`src/rtl/wcp_pkg.sv`:
```
package wcp_pkg;
    typedef enum logic [1:0] {
        S_IDLE    = 2'd0,
        S_POLL_RD = 2'd1,
        S_GAP     = 2'd2,
        S_CONF_RD = 2'd3
    } wcp_state_e;

    typedef enum logic {
        M_POLARITY = 1'b0,
        M_TOGGLE   = 1'b1
    } wcp_mode_e;

    localparam int POL_BIT = 7;
    localparam int TOG_BIT = 6;
endpackage

```
`src/rtl/wcp_phase_timer.sv`:
```
module wcp_phase_timer #(
    parameter int W = 4
) (
    input  logic         clk,
    input  logic         rst_n,
    input  logic         load_i,
    input  logic [W-1:0] load_val_i,
    output logic         zero_o
);
    logic [W-1:0] cnt_q;

    always_ff @(posedge clk or negedge rst_n) begin
        if (!rst_n)              cnt_q <= '0;
        else if (load_i)         cnt_q <= load_val_i;
        else if (cnt_q != '0)    cnt_q <= cnt_q - 1'b1;
    end

    assign zero_o = (cnt_q == '0);

    // a loaded count only ever decreases until the next load
    AST_TMR_DOWN: assert property (@(posedge clk) disable iff (!rst_n)
        (!$past(load_i) && $past(cnt_q) != '0) |-> (cnt_q == $past(cnt_q) - 1'b1));
endmodule

```
`src/rtl/wcp_status_eval.sv`:
```
module wcp_status_eval
    import wcp_pkg::*;
(
    input  wcp_mode_e   mode_i,
    input  logic [7:0]  wdata_i,
    input  logic [7:0]  rdata_i,
    input  logic        ref_valid_i,
    input  logic        ref_tog_i,
    output logic        complete_o,
    output logic        match_o
);
    always_comb begin
        unique case (mode_i)
            M_POLARITY: complete_o = (rdata_i[POL_BIT] == wdata_i[POL_BIT]);
            M_TOGGLE:   complete_o = ref_valid_i && (rdata_i[TOG_BIT] == ref_tog_i);
            default:    complete_o = 1'b0;
        endcase
        match_o = (rdata_i == wdata_i);
    end
endmodule

```
`src/rtl/wr_done_poller.sv`:
```
module wr_done_poller
    import wcp_pkg::*;
#(
    parameter int AW         = 15,
    parameter int STROBE_CYC = 3,
    parameter int GAP_CYC    = 8,
    parameter int MAX_READS  = 65535
) (
    input  logic          clk,
    input  logic          rst_n,
    input  logic          start_i,
    input  logic          mode_i,
    input  logic [AW-1:0] addr_i,
    input  logic [7:0]    data_i,
    output logic          rd_req_o,
    output logic [AW-1:0] rd_addr_o,
    input  logic [7:0]    rd_data_i,
    output logic          busy_o,
    output logic          done_o,
    output logic          err_o
);
    localparam int TMAX = (STROBE_CYC > GAP_CYC) ? STROBE_CYC : GAP_CYC;
    localparam int TW   = $clog2(TMAX + 1);
    localparam int RW   = $clog2(MAX_READS + 1);
    localparam logic [TW-1:0] STROBE_LD = TW'(STROBE_CYC - 1);
    localparam logic [TW-1:0] GAP_LD    = TW'(GAP_CYC - 1);
    localparam logic [RW-1:0] LAST_IDX  = RW'(MAX_READS - 1);

    wcp_state_e    state_q, state_d;
    wcp_mode_e     mode_q;
    logic [AW-1:0] addr_q;
    logic [7:0]    wdata_q;
    logic [RW-1:0] reads_q;
    logic          ref_valid_q, ref_tog_q, conf_q;
    logic          done_q, err_q;

    logic          tmr_zero, tmr_load;
    logic [TW-1:0] tmr_val;
    logic          complete, match, last_read;

    wcp_phase_timer #(.W(TW)) u_timer (
        .clk        (clk),
        .rst_n      (rst_n),
        .load_i     (tmr_load),
        .load_val_i (tmr_val),
        .zero_o     (tmr_zero)
    );

    wcp_status_eval u_eval (
        .mode_i      (mode_q),
        .wdata_i     (wdata_q),
        .rdata_i     (rd_data_i),
        .ref_valid_i (ref_valid_q),
        .ref_tog_i   (ref_tog_q),
        .complete_o  (complete),
        .match_o     (match)
    );

    assign last_read = (reads_q == LAST_IDX);

    // next-state logic
    always_comb begin
        state_d = state_q;
        unique case (state_q)
            S_IDLE:    if (start_i) state_d = S_POLL_RD;
            S_POLL_RD: if (tmr_zero) begin
                           if (!complete && last_read) state_d = S_IDLE;
                           else                        state_d = S_GAP;
                       end
            S_GAP:     if (tmr_zero) state_d = conf_q ? S_CONF_RD : S_POLL_RD;
            S_CONF_RD: if (tmr_zero) state_d = S_IDLE;
            default:   state_d = S_IDLE;
        endcase
        tmr_load = (state_d != state_q);
        tmr_val  = (state_d == S_GAP) ? GAP_LD : STROBE_LD;
    end

    // state and context registers
    always_ff @(posedge clk or negedge rst_n) begin
        if (!rst_n) begin
            state_q     <= S_IDLE;
            mode_q      <= M_POLARITY;
            addr_q      <= '0;
            wdata_q     <= '0;
            reads_q     <= '0;
            ref_valid_q <= 1'b0;
            ref_tog_q   <= 1'b0;
            conf_q      <= 1'b0;
        end else begin
            state_q <= state_d;
            if (state_q == S_IDLE && start_i) begin
                mode_q      <= wcp_mode_e'(mode_i);
                addr_q      <= addr_i;
                wdata_q     <= data_i;
                reads_q     <= '0;
                ref_valid_q <= 1'b0;
                conf_q      <= 1'b0;
            end else if (state_q == S_POLL_RD && tmr_zero) begin
                reads_q     <= reads_q + 1'b1;
                ref_tog_q   <= rd_data_i[TOG_BIT];
                ref_valid_q <= 1'b1;
                if (complete) conf_q <= 1'b1;
            end
        end
    end

    // result pulses
    always_ff @(posedge clk or negedge rst_n) begin
        if (!rst_n) begin
            done_q <= 1'b0;
            err_q  <= 1'b0;
        end else begin
            done_q <= (state_q == S_CONF_RD) && tmr_zero && match;
            err_q  <= ((state_q == S_CONF_RD) && tmr_zero && !match) ||
                      ((state_q == S_POLL_RD) && tmr_zero && !complete && last_read);
        end
    end

    assign rd_req_o  = (state_q == S_POLL_RD) || (state_q == S_CONF_RD);
    assign rd_addr_o = addr_q;
    assign busy_o    = (state_q != S_IDLE);
    assign done_o    = done_q;
    assign err_o     = err_q;

    AST_PULSE_EXCL: assert property (@(posedge clk) disable iff (!rst_n)
        !(done_o && err_o));
    AST_DONE_SINGLE: assert property (@(posedge clk) disable iff (!rst_n)
        done_o |=> !done_o);
    AST_ERR_SINGLE: assert property (@(posedge clk) disable iff (!rst_n)
        err_o |=> !err_o);
    AST_DONE_AFTER_CONF: assert property (@(posedge clk) disable iff (!rst_n)
        $rose(done_o) |-> $past(state_q == S_CONF_RD));
    AST_BUSY_START_HELD: assert property (@(posedge clk) disable iff (!rst_n)
        (busy_o && start_i) |=> ($stable(rd_addr_o) && $stable(wdata_q)));
    AST_ADDR_STABLE: assert property (@(posedge clk) disable iff (!rst_n)
        (rd_req_o && $past(rd_req_o)) |-> $stable(rd_addr_o));
    AST_NO_OVERFLOW: assert property (@(posedge clk) disable iff (!rst_n)
        reads_q <= RW'(MAX_READS));
endmodule

```
`config.mk`:
```
export PLATFORM = sky130hd
export DESIGN_NAME = wr_done_poller
export DESIGN_NICKNAME = d
export VERILOG_FILES = /design/src/rtl/wcp_pkg.sv /design/src/rtl/wcp_phase_timer.sv /design/src/rtl/wcp_status_eval.sv /design/src/rtl/wr_done_poller.sv
export SDC_FILE = /design/constraint.sdc
export NUM_CORES = 1
export LEC_CHECK = 0
export ABC_AREA = 1
export BUFFER_PORTS_ARGS = -buffer_cell sky130_fd_sc_hd__buf_4
export CORE_MARGIN = 2
export CORE_UTILIZATION = 30
export CTS_BUF_LIST = sky130_fd_sc_hd__clkbuf_8
export DETAILED_ROUTE_END_ITERATION = 6
export PLACE_DENSITY = 0.47
export SYNTH_ARGS = -nofsm -noshare
export SYNTH_HDL_FRONTEND = slang
export SYNTH_SLANG_ARGS = --single-unit
```
`constraint.sdc`:
```
create_clock -name clk -period 1.6 [get_ports clk]
set_clock_uncertainty 0.1 [all_clocks]
set_input_delay 0.16 -clock clk [delete_from_list [all_inputs] [get_ports clk]]
set_output_delay 0.16 -clock clk [all_outputs]
set_load 0.1 [all_outputs]
```
# Yosys cells after proc, flatten, opt, wreduce, memory -nomap -nowiden
# Index checks and enable logic that the tools add are counted.
[classes] add_sub_neg=2 n_eq_ne=9 mux=18 bitwise_logic=2 n_reduce_logical=22
[ops] op="16-bit two-way mux" n=2
[ops] op="16-bit by 1-bit adder with 16-bit output (second input constant)" n=1
[ops] op="16-bit == test (second input constant)" n=1
[ops] op="2-bit two-way mux" n=6
[ops] op="1-bit logical AND" n=9
[ops] op="8-bit == test" n=1
[ops] op="4-bit two-way mux" n=2
[ops] op="2-bit case mux with 4 select lines" n=1
[ops] op="2-bit nonzero test" n=4
[ops] op="2-bit == test (second input constant)" n=3
[ops] op="1-bit two-way mux" n=5
[ops] op="4-bit logical NOT" n=1
[ops] op="2-bit AND reduction" n=2
[ops] op="4-bit nonzero test" n=1
[ops] op="4-bit by 1-bit subtractor with 4-bit output (second input constant)" n=1
[ops] op="3-bit two-way mux" n=1
[ops] op="1-bit == test" n=2
[ops] op="2-bit by 1-bit == test with 1-bit output (second input constant)" n=1
[ops] op="1-bit logical NOT" n=2
[ops] op="2-bit logical NOT" n=1
[ops] op="1-bit logical OR" n=2
[ops] op="2-bit != test" n=1
[ops] op="1-bit inverter" n=2
[ops] op="1-bit case mux with 2 select lines" n=1
[word_totals] reg_bits=51 input_bits=35

# Longest topological paths before layout
# Gate-level depths: netlist of run 1.
[depth] depth_word=11 ltp_mapped=9

# Cells and area by module
# A second synthesis of run 1 with hierarchy kept.
[hier_totals] hier_cells=368 hier_area_um2=2658.8
[by_module_without_submodules] mod="wr_done_poller" instances=1 cells_each=285 area_per_inst_um2=2220.9
[by_module_without_submodules] mod="wcp_phase_timer" instances=1 cells_each=34 area_per_inst_um2=242.7
[by_module_without_submodules] mod="wcp_status_eval" instances=1 cells_each=49 area_per_inst_um2=195.2

# Worst setup path after synthesis of run 1
# OpenSTA, ideal clock, no wires.
[synth_timing] path_kind="reg2out" from="register state_q[0]" to="output port rd_req_o" arrival_time_ns=1.326 setup_slack_ns=0.014 stages_incl_launch_ff=2 cell_sequence="dfrtp_1 -> dlygate4sd1_1"
[synth_between] elab_chain_cells=2 word_cells_on_any_way=3 classes_between="2 x eq/ne; 1 x reduce/logical"
[synth_rtl] item="from (decl)" line="wr_done_poller.sv:29" text="wcp_state_e state_q, state_d;"
[synth_rtl] item="from (signal assigned)" line="wr_done_poller.sv:90" text="state_q <= state_d;"
[synth_rtl] item="2-bit by 1-bit == test with 1-bit output or 2-bit == test (tied branches)" line="wr_done_poller.sv:119" text="assign rd_req_o = (state_q == S_POLL_RD) || (state_q == S_CONF_RD);"
[synth_rtl] item="1-bit logical OR *" line="wr_done_poller.sv:119"
[synth_rtl] item="to (decl)" line="wr_done_poller.sv:15" text="output logic rd_req_o,"
# Mark *: on every way between the ends. The rest lies on a longest branch, timed or not.

# Worst setup path after layout of run 1
[layout_timing] from="register state_q[0]" to="output port busy_o"
[layout_between] elab_chain_cells=1
[layout_rtl] item="2-bit nonzero test" line="wr_done_poller.sv:121" text="assign busy_o = (state_q != S_IDLE);"
[layout_rtl] item="to (decl)" line="wr_done_poller.sv:18" text="output logic busy_o,"
# No other way between the ends.

==> results.md, run 1 <==
* Setup Slack @ Placement at 40.0 ps
* Clk_lat worst skew at 310 ps
* Maximum VDD drop at 1060 uV
* CP Launch Type: flop
* Met2 Usage GRT at 0.236
* DP Cell Count at 512
* DR WL/cell at 11.8 um
* Cell Pwr Density at 1650 nW/um2
* CP max FO at 6
* Diode count at 0
* Worst slew pin tran at 671 ps
* Synth Cell Area at 2640 um2
* Static Leakage at 1.86 nW
* Clock transition at the registers of the reported paths at 100 ps
* Synth Area in Compound Gates at 0.0582
* Die Width at 97.9 um
* Initial core utilization at 0.306
* TritonCTS buffer count at 5
* Simple-Gate Fraction of Synth Area at 0.334
* Synth cell types at 30
* Kind of critical path: reg -> out
* Max transition margin at 0.552
* Required @ worst endpoint at 1340 ps
* Max-slew violations at 0
* Syn nets at 375
* Max cap viols at 0
* CTS H-tree lvls at 2
* Final min period at 1500 ps
* Tightest Hold Check Type: in -> reg
* Initial DRT Pass Iterations at 5
* Die Y at 97.9 um
* HPWL after DPL at 4580 um
* Vias in the first global route at 2421
* Global route total overflow at 0
* Post-Route WL at 6460 um
* Nets at 477
* Fin Setup TNS at 0 ps
* Mux contribution to synthesized area at 0
* Synth async-reset ratio at 1.00
* Top-area cell type share of the netlist area at 0.483
* First-pass GRT wire length at 11500 um
* CTS tree: built
* R2R Setup Slk at 100 ps
* Most common cell in the netlist: nand2_1
* Syn-to-layout area delta at 39.5%
* Post-synthesis register bit count at 51
* Root Buffer: clkbuf_8
* Yosys top cell by area: dfrtp_1
* Synth top area cells: dfrtp_1, nand2_1, inv_1
* IO Port Bufs at 53
* Share of cells above drive strength 1 at 0.239
* Core area at 8640 um2
* Mapped Cells at 337
* Fin cells at 548
* Yosys warnings at 0
* Area of the die at 9580 um2
* Sequential share of the synthesized area at 0.483
* Tcrit/Tclk final at 0.939
* Met3 usage at 0.0387
* Ys flop type: dfrtp_1
* Design area at 3690 um2
* Fmax at 666 MHz
* Cell Rows at 34
* Longest Clk Path Bufs at 2
* Worst EP arrival at 1240 ps
* Total track usage at 0.145
* Drt initial violations at 123
* Initial antenna violation count at 0
* Final WS setup at 97.5 ps
* Fraction of the mapped netlist area in adder cells at 0.0142
* Outcome: finished, final reports clean
* Synth Area per Inst at 7.84 um2
* Global Route met1 Usage at 0.191
* # DRC at 0
* Via count at 2430
* Largest net degree at the start of global routing at 52
* Clock sink count at 51
* Vias per cell at 4.43
* Number of synthesized flops with an enable pin at 0
* Final Hold Fails at 0
* Routability cong. at 0.818
* Crit. End Element: output port
* GRT Max-Usage Layer: met2
* Xor and xnor fraction of the mapped netlist area at 0.0265
* Total power at 6.08 mW
* ANT nets after route at 0
* Post-DP Area at 3290 um2
* Final setup fails at 0
* Top cells by count, synth: nand2_1, dfrtp_1, inv_1
* Largest family of logic cells by synthesized area: simple AND/OR/NAND/NOR gates
* Io pins at 54
[worst paths after layout]
kind | start | to | cells past startpoint
min in group asynchronous | rst_n | done_o$_DFF_PN0_ | 2
max reg2reg | reads_q[1]$_DFFE_PN0P_ | reads_q[12]$_DFFE_PN0P_ | 7
max in group asynchronous | rst_n | state_q[0]$_DFF_PN0_ | 2
min reg2reg | rd_addr_o[6]$_DFFE_PN0P_ | rd_addr_o[6]$_DFFE_PN0P_ | 2
min | rd_data_i[6] | ref_tog_q$_DFFE_PN0P_ | 3
max | state_q[0]$_DFF_PN0_ | busy_o | 3
[final cells by class]
cell class	count	area (um2)
inverters	40	151
clock buffers	5	68.8
clock inverters	3	16.3
well taps	108	135
repair buffers	103	861
fillers	873	4950
multi-input cells	238	1180
flip-flops and latches	51	1280
[stage by stage]
stage                util  hold slack (ps)
floorplan               -             -236
global placement    0.381              156
detailed placement  0.381              161
CTS                 0.420             50.6
global route        0.427             76.0
finish              0.427             61.0
[power breakdown]
group | switching (mW) | total (mW) | leakage, nW | internal (mW)
Sequential | 0.288 | 2.00 | 0.657 | 1.71
Combinational | 2.35 | 3.33 | 1.16 | 0.981
Clock | 0.448 | 0.749 | 0.0453 | 0.301
Total | 3.09 | 6.08 | 1.86 | 2.99
[critical path, cell delays in order, from the launching register on]
cell     delay, ps
dfrtp_2        480
nor2_4         180
inv_1           50
buf_4          230
[logic make-up (layout without fill, tap and decap cells)]
group / count (synthesis) / count (layout)
AO/OA/AOI/OAI: 29 / 29
adder cells (fa/ha/maj): 3 / 3
AND/OR/NAND/NOR: 198 / 198
XOR/XNOR: 8 / 8
buffers and inverters: 48 / 151
flip-flops: 51 / 51
[flip-flops by register name, summed over array words and instances (netlist names), 2 cells and up]
| register | flops |
|---|---|
| reads_q | 16 |
| u_timer.cnt_q | 4 |
| rd_addr_o | 15 |
| wdata_q | 8 |
| state_q | 2 |
[cell usage in the layout, fill, tap and decap left out, types with 5 or more instances in the layout]
master	Yosys	layout
clkbuf_8	0	5
nand2_1	132	131
nor2_1	20	19
inv_1	38	37
buf_4	2	76
nand4_1	19	19
dlygate4sd3_1	0	25
o21ai_0	19	17
a21oi_1	7	7
dfrtp_1	51	50
nand3_1	11	11
xnor2_1	5	5
[layer usage]
metal  vias to the layer above  share of wire
met1                      1096           0.47
met4                         0          0.015
met2                        59           0.46
li1                       1265              -
met5                         -              0
met3                        10          0.057
[repair_timing]
action / 4_1_cts / 5_1_grt
setup buffers: 0 / 3
resized for setup: 0 / 12
setup endpoints to repair: 0 / 19
hold buffers: 25 / 0
endpoints found under the hold margin: 75 / 0
(Power assumes the default switching activity.)
==> run 2: changes to the inputs <==
--- a/config.mk
+++ b/config.mk
@@ -8,10 +8,10 @@
 export ABC_AREA = 1
 export BUFFER_PORTS_ARGS = -buffer_cell sky130_fd_sc_hd__buf_4
 export CORE_MARGIN = 2
-export CORE_UTILIZATION = 30
+export CORE_UTILIZATION = 57
 export CTS_BUF_LIST = sky130_fd_sc_hd__clkbuf_8
 export DETAILED_ROUTE_END_ITERATION = 6
-export PLACE_DENSITY = 0.47
+export PLACE_DENSITY = 0.8
 export SYNTH_ARGS = -nofsm -noshare
 export SYNTH_HDL_FRONTEND = slang
 export SYNTH_SLANG_ARGS = --single-unit
==> results.md, run 2 (synthesized netlist as in run 1, its figures left out) <==
* Drt initial violations at 223 (+81%)
* # DRC at 0 (unchanged)
* Worst reg-to-reg path cell count at 7 (unchanged)
* Area of the die at 5200 um2 (-46%)
* Via count at 2632 (+8.3%)
* Max cap viols at 0 (unchanged)
* Final setup fails at 0 (unchanged)
* Required @ worst endpoint at 1690 ps (+350 ps)
* Worst EP arrival at 1630 ps (+390 ps)
* Longest Clk Path Bufs at 2 (unchanged)
* Hold path start: rd_data_i[6]
* Sequential Area at 1280 um2 (about the same)
* Hold depth at 3 (unchanged)
* Clock sink count at 51 (unchanged)
* DR WL/cell at 14.5 um (+23%)
* Vias per cell at 5.47 (+23%)
* Final Hold Fails at 0 (unchanged)
* Die Y at 72.1 um (-26%)
* DP Cell Count at 444 (-13%)
* Total power at 6.16 mW (+1.2%)
* CTS tree: built
* Tightest Hold Check Type: in -> reg
* Share of cells above drive strength 1 at 0.217 (-0.0219)
* Fmax at 647 MHz (-2.8%)
* RSZ-0062 raised after global routing: yes
* Max FFs per register at 16 (unchanged)
* CP Launch Type: flop
* Post-Route WL at 6990 um (+8.2%)
* Crit. End Element: flop
* Final Util at 0.799 (+0.372)
* Layout fillers at 262 (-70%)
* Max transition margin at 0.568 (+0.0156)
* Total track usage at 0.288 (+0.143)
* R2R Path End: reads_q[6]$_DFFE_PN0P_
* Global route total overflow at 0 (unchanged)
* Cell Pwr Density at 1750 nW/um2 (+5.8%)
* Initial antenna violation count at 0 (unchanged)
* Syn-to-layout area delta at 33.5%
* Cell Rows at 24 (-29%)
* Maximum VDD drop at 1490 uV (+41%)
* Commonest non-fill, non-tap cell in the layout: nand2_1
* Largest net degree at the start of global routing at 52 (unchanged)
* First-pass GRT wire length at 11700 um (+1.7%)
* Die Width at 72.1 um (-26%)
* WHS Endpoint: ref_tog_q$_DFFE_PN0P_
* Critical R2R Launch: u_timer.cnt_q[0]$_DFFE_PN0P_
* Core area at 4410 um2 (-49%)
* CP max FO at 6 (unchanged)
* ANT nets after route at 0 (unchanged)
* WHS at 61.3 ps (+0.342 ps)
* Multi-input logic area at 1160 um2 (-1.1%)
* Fin cells at 481 (-12%)
* HPWL after DPL at 4200 um (-8.4%)
* Root Buffer: clkbuf_8
* CTS H-tree lvls at 2 (unchanged)
* Kind of critical path: reg -> reg
* Clock transition at the registers of the reported paths at 90 ps (about the same)
* Nets at 468 (-1.9%)
* Io pins at 54 (unchanged)
* Routability cong. at 0.878 (+7.3%)
* R2R Setup Slk at 50 ps (-40 ps)
* Diode count at 0 (unchanged)
* Tcrit/Tclk final at 0.966 (+0.0266)
* Clk_lat worst skew at 300 ps (about the same)
* IO Port Bufs at 53 (unchanged)
* Vias in the first global route at 2592 (+7.1%)
* Outcome: finished, final reports clean
* Worst slew pin tran at 648 ps (-23.4 ps)
* Max-slew violations at 0 (unchanged)
* Commonest cells after routing, fill and taps aside: nand2_1, buf_4, dfrtp_1, inv_1, dlygate4sd3_1
* Static Leakage at 1.80 nW (-3.1%)
* Fin Setup TNS at 0 ps (unchanged)
* TritonCTS buffer count at 5 (unchanged)
* Final min period at 1550 ps (+42.5 ps)
* Initial core utilization at 0.599 (+0.293)
* Initial DRT Pass Iterations at 5 (unchanged)
* Reg with most FFs: reads_q
## run 2: cell count changes in the layout (fill, tap and decap cells not counted), sizes merged
cell | before | now
buf | 78 | 69
clkinv | 2 | 0
## run 2: what timing repair did
item / in CTS / in global routing
resized for setup: 1 / 8
pin swaps: 2 / 0
cloned: 0 / 0
setup endpoints to repair: 8 / 21
endpoints found under the hold margin: 75 / 0
buffers inserted: 2 / 4
hold buffers: 25 / 0
## run 2: power by group
group          total, mW  internal, mW  switching (mW)
Clock              0.701         0.291           0.410
Sequential          2.04          1.71           0.325
Combinational       3.42         0.964            2.45
## run 2: area by class of cell
type	instances	share of cell area
clock inverter	1	0.00213
clock buffer	5	0.0195
sequential	51	0.362
tap	52	0.0184
inverter	40	0.0433
timing repair buffer	94	0.225
multi-input combinational	238	0.330
## run 2: worst max-delay path by stage
stage,from,endpoint,cells past startpoint
after global placement,u_timer.cnt_q[0]$_DFFE_PN0P_,u_timer.cnt_q[2]$_DFFE_PN0P_,7
final,u_timer.cnt_q[0]$_DFFE_PN0P_,reads_q[6]$_DFFE_PN0P_,7
after global routing,reads_q[1]$_DFFE_PN0P_,reads_q[12]$_DFFE_PN0P_,6
after floorplan,state_q[0]$_DFF_PN0_,rd_req_o,1
after CTS,u_timer.cnt_q[0]$_DFFE_PN0P_,reads_q[5]$_DFFE_PN0P_,7
after detailed placement,u_timer.cnt_q[0]$_DFFE_PN0P_,u_timer.cnt_q[2]$_DFFE_PN0P_,7
## run 2: through the flow
step / cell area (um2) / worst slack, ps
6_report: 3530 / 54.9
5_1_grt: 3530 / -69.5
4_1_cts: 3480 / 2.26
3_5_place_dp: 3130 / -76.3
3_3_place_gp: 3130 / 6.75
2_1_floorplan: 2640 / 13.8
## run 2: worst max-delay path: stages, from the launching register on
cell and delay, ps:
dfrtp_1 410, inv_2 100, ha_4 170, nand4_4 180, nor2_4 170, nand2_1 60
o21ai_0 170, nor2_1 70
## run 2: metal layers
| metal | routed length [um] | global-route usage | share of wire | up-vias |
|---|---|---|---|---|
| met5 | 0 | 0 | 0 | - |
| met3 | 487 | 0.0708 | 0.070 | 26 |
| met1 | 2780 | 0.363 | 0.40 | 1235 |
| li1 | - | - | - | 1249 |
| met2 | 3490 | 0.479 | 0.50 | 122 |
| met4 | 234 | 0.111 | 0.034 | 0 |
==> run 3: changes to the inputs <==
--- a/config.mk
+++ b/config.mk
@@ -5,10 +5,10 @@
 export SDC_FILE = /design/constraint.sdc
 export NUM_CORES = 1
 export LEC_CHECK = 0
-export ABC_AREA = 1
+export ABC_AREA = 0
 export BUFFER_PORTS_ARGS = -buffer_cell sky130_fd_sc_hd__buf_4
 export CORE_MARGIN = 2
-export CORE_UTILIZATION = 57
+export CORE_UTILIZATION = 56
 export CTS_BUF_LIST = sky130_fd_sc_hd__clkbuf_8
 export DETAILED_ROUTE_END_ITERATION = 6
 export PLACE_DENSITY = 0.8
==> results.md, run 3 <==
* Outcome: finished with violations
* Failing checks: negative setup slack
* Sequential share of the synthesized area at 0.532 (+0.0491)
* Initial DRT Pass Iterations at 6 (+1)
* CP max-delay cell: or4_1
* Nets at 427 (-8.8%)
* Cell Pwr Density at 2020 nW/um2 (+16%)
* Routability cong. at 0.800 (-8.9%)
* Synth Cell Area at 2400 um2 (-9.2%)
* Tcrit/Tclk final at 1.18 (+0.218)
* Top-area cell type share of the netlist area at 0.532 (+0.0491)
* Max-slew violations at 0 (unchanged)
* RSZ-0062 raised after global routing: yes
* First-pass GRT wire length at 12700 um (+8.3%)
* Synth cell types at 33 (+10%)
* CTS H-tree lvls at 2 (unchanged)
* Worst EP arrival at 2040 ps (+410 ps)
* Vias per cell at 6.37 (+16%)
* Largest net degree at the start of global routing at 52 (unchanged)
* Layout fillers at 115 (-56%)
* HPWL after DPL at 4150 um (-1.0%)
* Commonest cells after routing, fill and taps aside: nand2_1, buf_4, dfrtp_1, dlygate4sd3_1, xnor2_1
* Post-DP Area at 3150 um2 (+0.40%)
* Worst slew pin tran at 641 ps (-7.19 ps)
* Ys flop type: dfrtp_1
* Share of cells above drive strength 1 at 0.362 (+0.145)
* Synth Area per Inst at 9.02 um2 (+15%)
* Via count at 2802 (+6.5%)
* Tightest Hold Check Type: in -> reg
* Final Util at 0.945 (+0.146)
* Buf/Inv on CP at 1 (unchanged)
* CP max FO at 4 (-2)
* Vias in the first global route at 2620 (+1.1%)
* Clock sink count at 51 (unchanged)
* Final Hold Fails at 0 (unchanged)
* Mapped Cells at 266 (-21%)
* Synth async-reset ratio at 1.00 (unchanged)
* Crit path cell chain: inv_2 > ha_4 > nand4bb_4 > or3_4 > or4_1 > a21oi_1
* Required @ worst endpoint at 1740 ps (+50 ps)
* # DRC at 0 (unchanged)
* Kind of critical path: reg -> reg
* Final WS setup at -294 ps (-349 ps)
* Number of synthesized flops with an enable pin at 0 (unchanged)
* Final setup fails at 33 (+33)
* ANT nets after route at 0 (unchanged)
* Crit. End Element: flop
* Sequential Area at 1280 um2 (about the same)
* Most common cell in the netlist: nand2_1
* Diode count at 0 (unchanged)
* Post-synthesis register bit count at 51 (unchanged)
* Syn nets at 304 (-19%)
* CP top delay family: simple AND/OR/NAND/NOR gates
* Initial core utilization at 0.591 (-0.00752)
* Yosys warnings at 0 (unchanged)
* TritonCTS buffer count at 5 (unchanged)
* Maximum VDD drop at 1570 uV (+5.3%)
* IO Port Bufs at 53 (unchanged)
* DR WL/cell at 23.1 um (+59%)
* Post-Route WL at 10200 um (+46%)
* Max stage delay on crit path at 440 ps (+30 ps)
* Multi-input logic area at 1230 um2 (+5.6%)
* Global route total overflow at 0 (unchanged)
* Max transition margin at 0.573 (+0.00479)
* Cell Rows at 23 (-4.2%)
* Clk_lat worst skew at 320 ps (+20 ps)
* Longest Clk Path Bufs at 2 (unchanged)
* Top cells by count, synth: nand2_1, dfrtp_1, nor2_1
* Final min period at 1890 ps (+349 ps)
* Io pins at 54 (unchanged)
* Clock transition at the registers of the reported paths at 90 ps (about the same)
* Commonest non-fill, non-tap cell in the layout: nand2_1
* Drt initial violations at 457 (+100%)
* Yosys top cell by area: dfrtp_1
* Die Y at 69.4 um (-3.7%)
* Max FFs per register at 16 (unchanged)
* Max cap viols at 0 (unchanged)
* Area of the die at 4820 um2 (-7.2%)
* CTS tree: built
* Die Width at 69.4 um (-3.7%)
* Total track usage at 0.334 (+0.0457)
* Syn-to-layout area delta at 59.8%
* Setup Slack @ Placement at -180 ps (-103 ps)
* Fmax at 528 MHz (-18%)
* CP Launch Type: flop
* Root Buffer: clkbuf_8
* Design area at 3830 um2 (+8.7%)
* Core area at 4060 um2 (-8.1%)
* Initial antenna violation count at 0 (unchanged)
* Static Leakage at 1.95 nW (+8.2%)
* Synth top area cells: dfrtp_1, nand2_1, xnor2_1
* Reg with most FFs: reads_q
==> run 3: tightest hold or removal path, delay by kind of cell <==
kind | cells | cell delay, ps
buf+inv | 1 | 110
simple gates | 2 | 120
==> run 3: worst paths after layout <==
kind / slack [ps] / to / from / cells after the start
hold / removal: 7 / ref_tog_q$_DFFE_PN0P_ / rd_data_i[6] / 3
max in group asynchronous: 630 / state_q[0]$_DFF_PN0_ / rst_n / 2
setup reg to reg: -290 / reads_q[15]$_DFFE_PN0P_ / u_timer.cnt_q[1]$_DFFE_PN0P_ / 6
min in group asynchronous: 310 / reads_q[0]$_DFFE_PN0P_ / rst_n / 2
setup / recovery: -290 / reads_q[15]$_DFFE_PN0P_ / u_timer.cnt_q[1]$_DFFE_PN0P_ / 6
hold reg to reg: 400 / rd_addr_o[13]$_DFFE_PN0P_ / rd_addr_o[13]$_DFFE_PN0P_ / 2
==> run 3: stage by stage <==
stage | cells | hold WS (ps) | TNS (ps) | total power, mW
floorplan | 266 | -236 | -994 | 4.84
global placement | 396 | 125 | -684 | 5.77
detailed placement | 396 | 127 | -1370 | 5.91
global route | 440 | 3.60 | -5910 | 8.01
CTS | 431 | 1.20 | -1600 | 6.92
finish | 440 | 6.78 | -3830 | 7.75
==> run 3: cell families (layout without fill, tap and decap cells) <==
family                   count (synthesis)  after routing  synth area share
AND/OR/NAND/NOR                        146            147             0.287
flip-flops                              51             51             0.532
AO/OA/AOI/OAI                           29             29            0.0663
buffers and inverters                   19            142            0.0323
XOR/XNOR                                16             16            0.0584
adder cells (fa/ha/maj)                  3              3            0.0157
multiplexers                             2              2           0.00835
==> run 3: report_power, final <==
group / total, mW / leakage, nW / switching, mW / internal, mW
registers: 2.30 / 0.652 / 0.482 / 1.81
clock network: 0.837 / 0.0557 / 0.447 / 0.390
logic: 4.62 / 1.24 / 3.06 / 1.56
==> run 3: final cells by class <==
cell class | instances | share of cell area
Timing Repair Buffer | 127 | 0.296
Sequential cell | 51 | 0.333
Inverter | 7 | 0.00751
Multi-Input combinational cell | 197 | 0.320
Clock inverter | 1 | 0.000979
Clock buffer | 7 | 0.0251
Tap cell | 50 | 0.0163
==> run 3: routing by layer <==
metal | wire (um) | up-vias | GRT usage
met5 | 0 | - | 0
met4 | 779 | 0 | 0.105
met3 | 992 | 101 | 0.0727
met2 | 4850 | 256 | 0.588
met1 | 3550 | 1322 | 0.408
li1 | - | 1123 | -
==> run 3: timing repair <==
item / 4_1_cts / 5_1_grt
resized for setup: 22 / 31
cloned: 0 / 4
pin swaps: 2 / 6
hold buffers: 25 / 0
hold endpoints to repair: 75 / 0
setup buffers: 2 / 5
endpoints found under the setup margin: 41 / 41
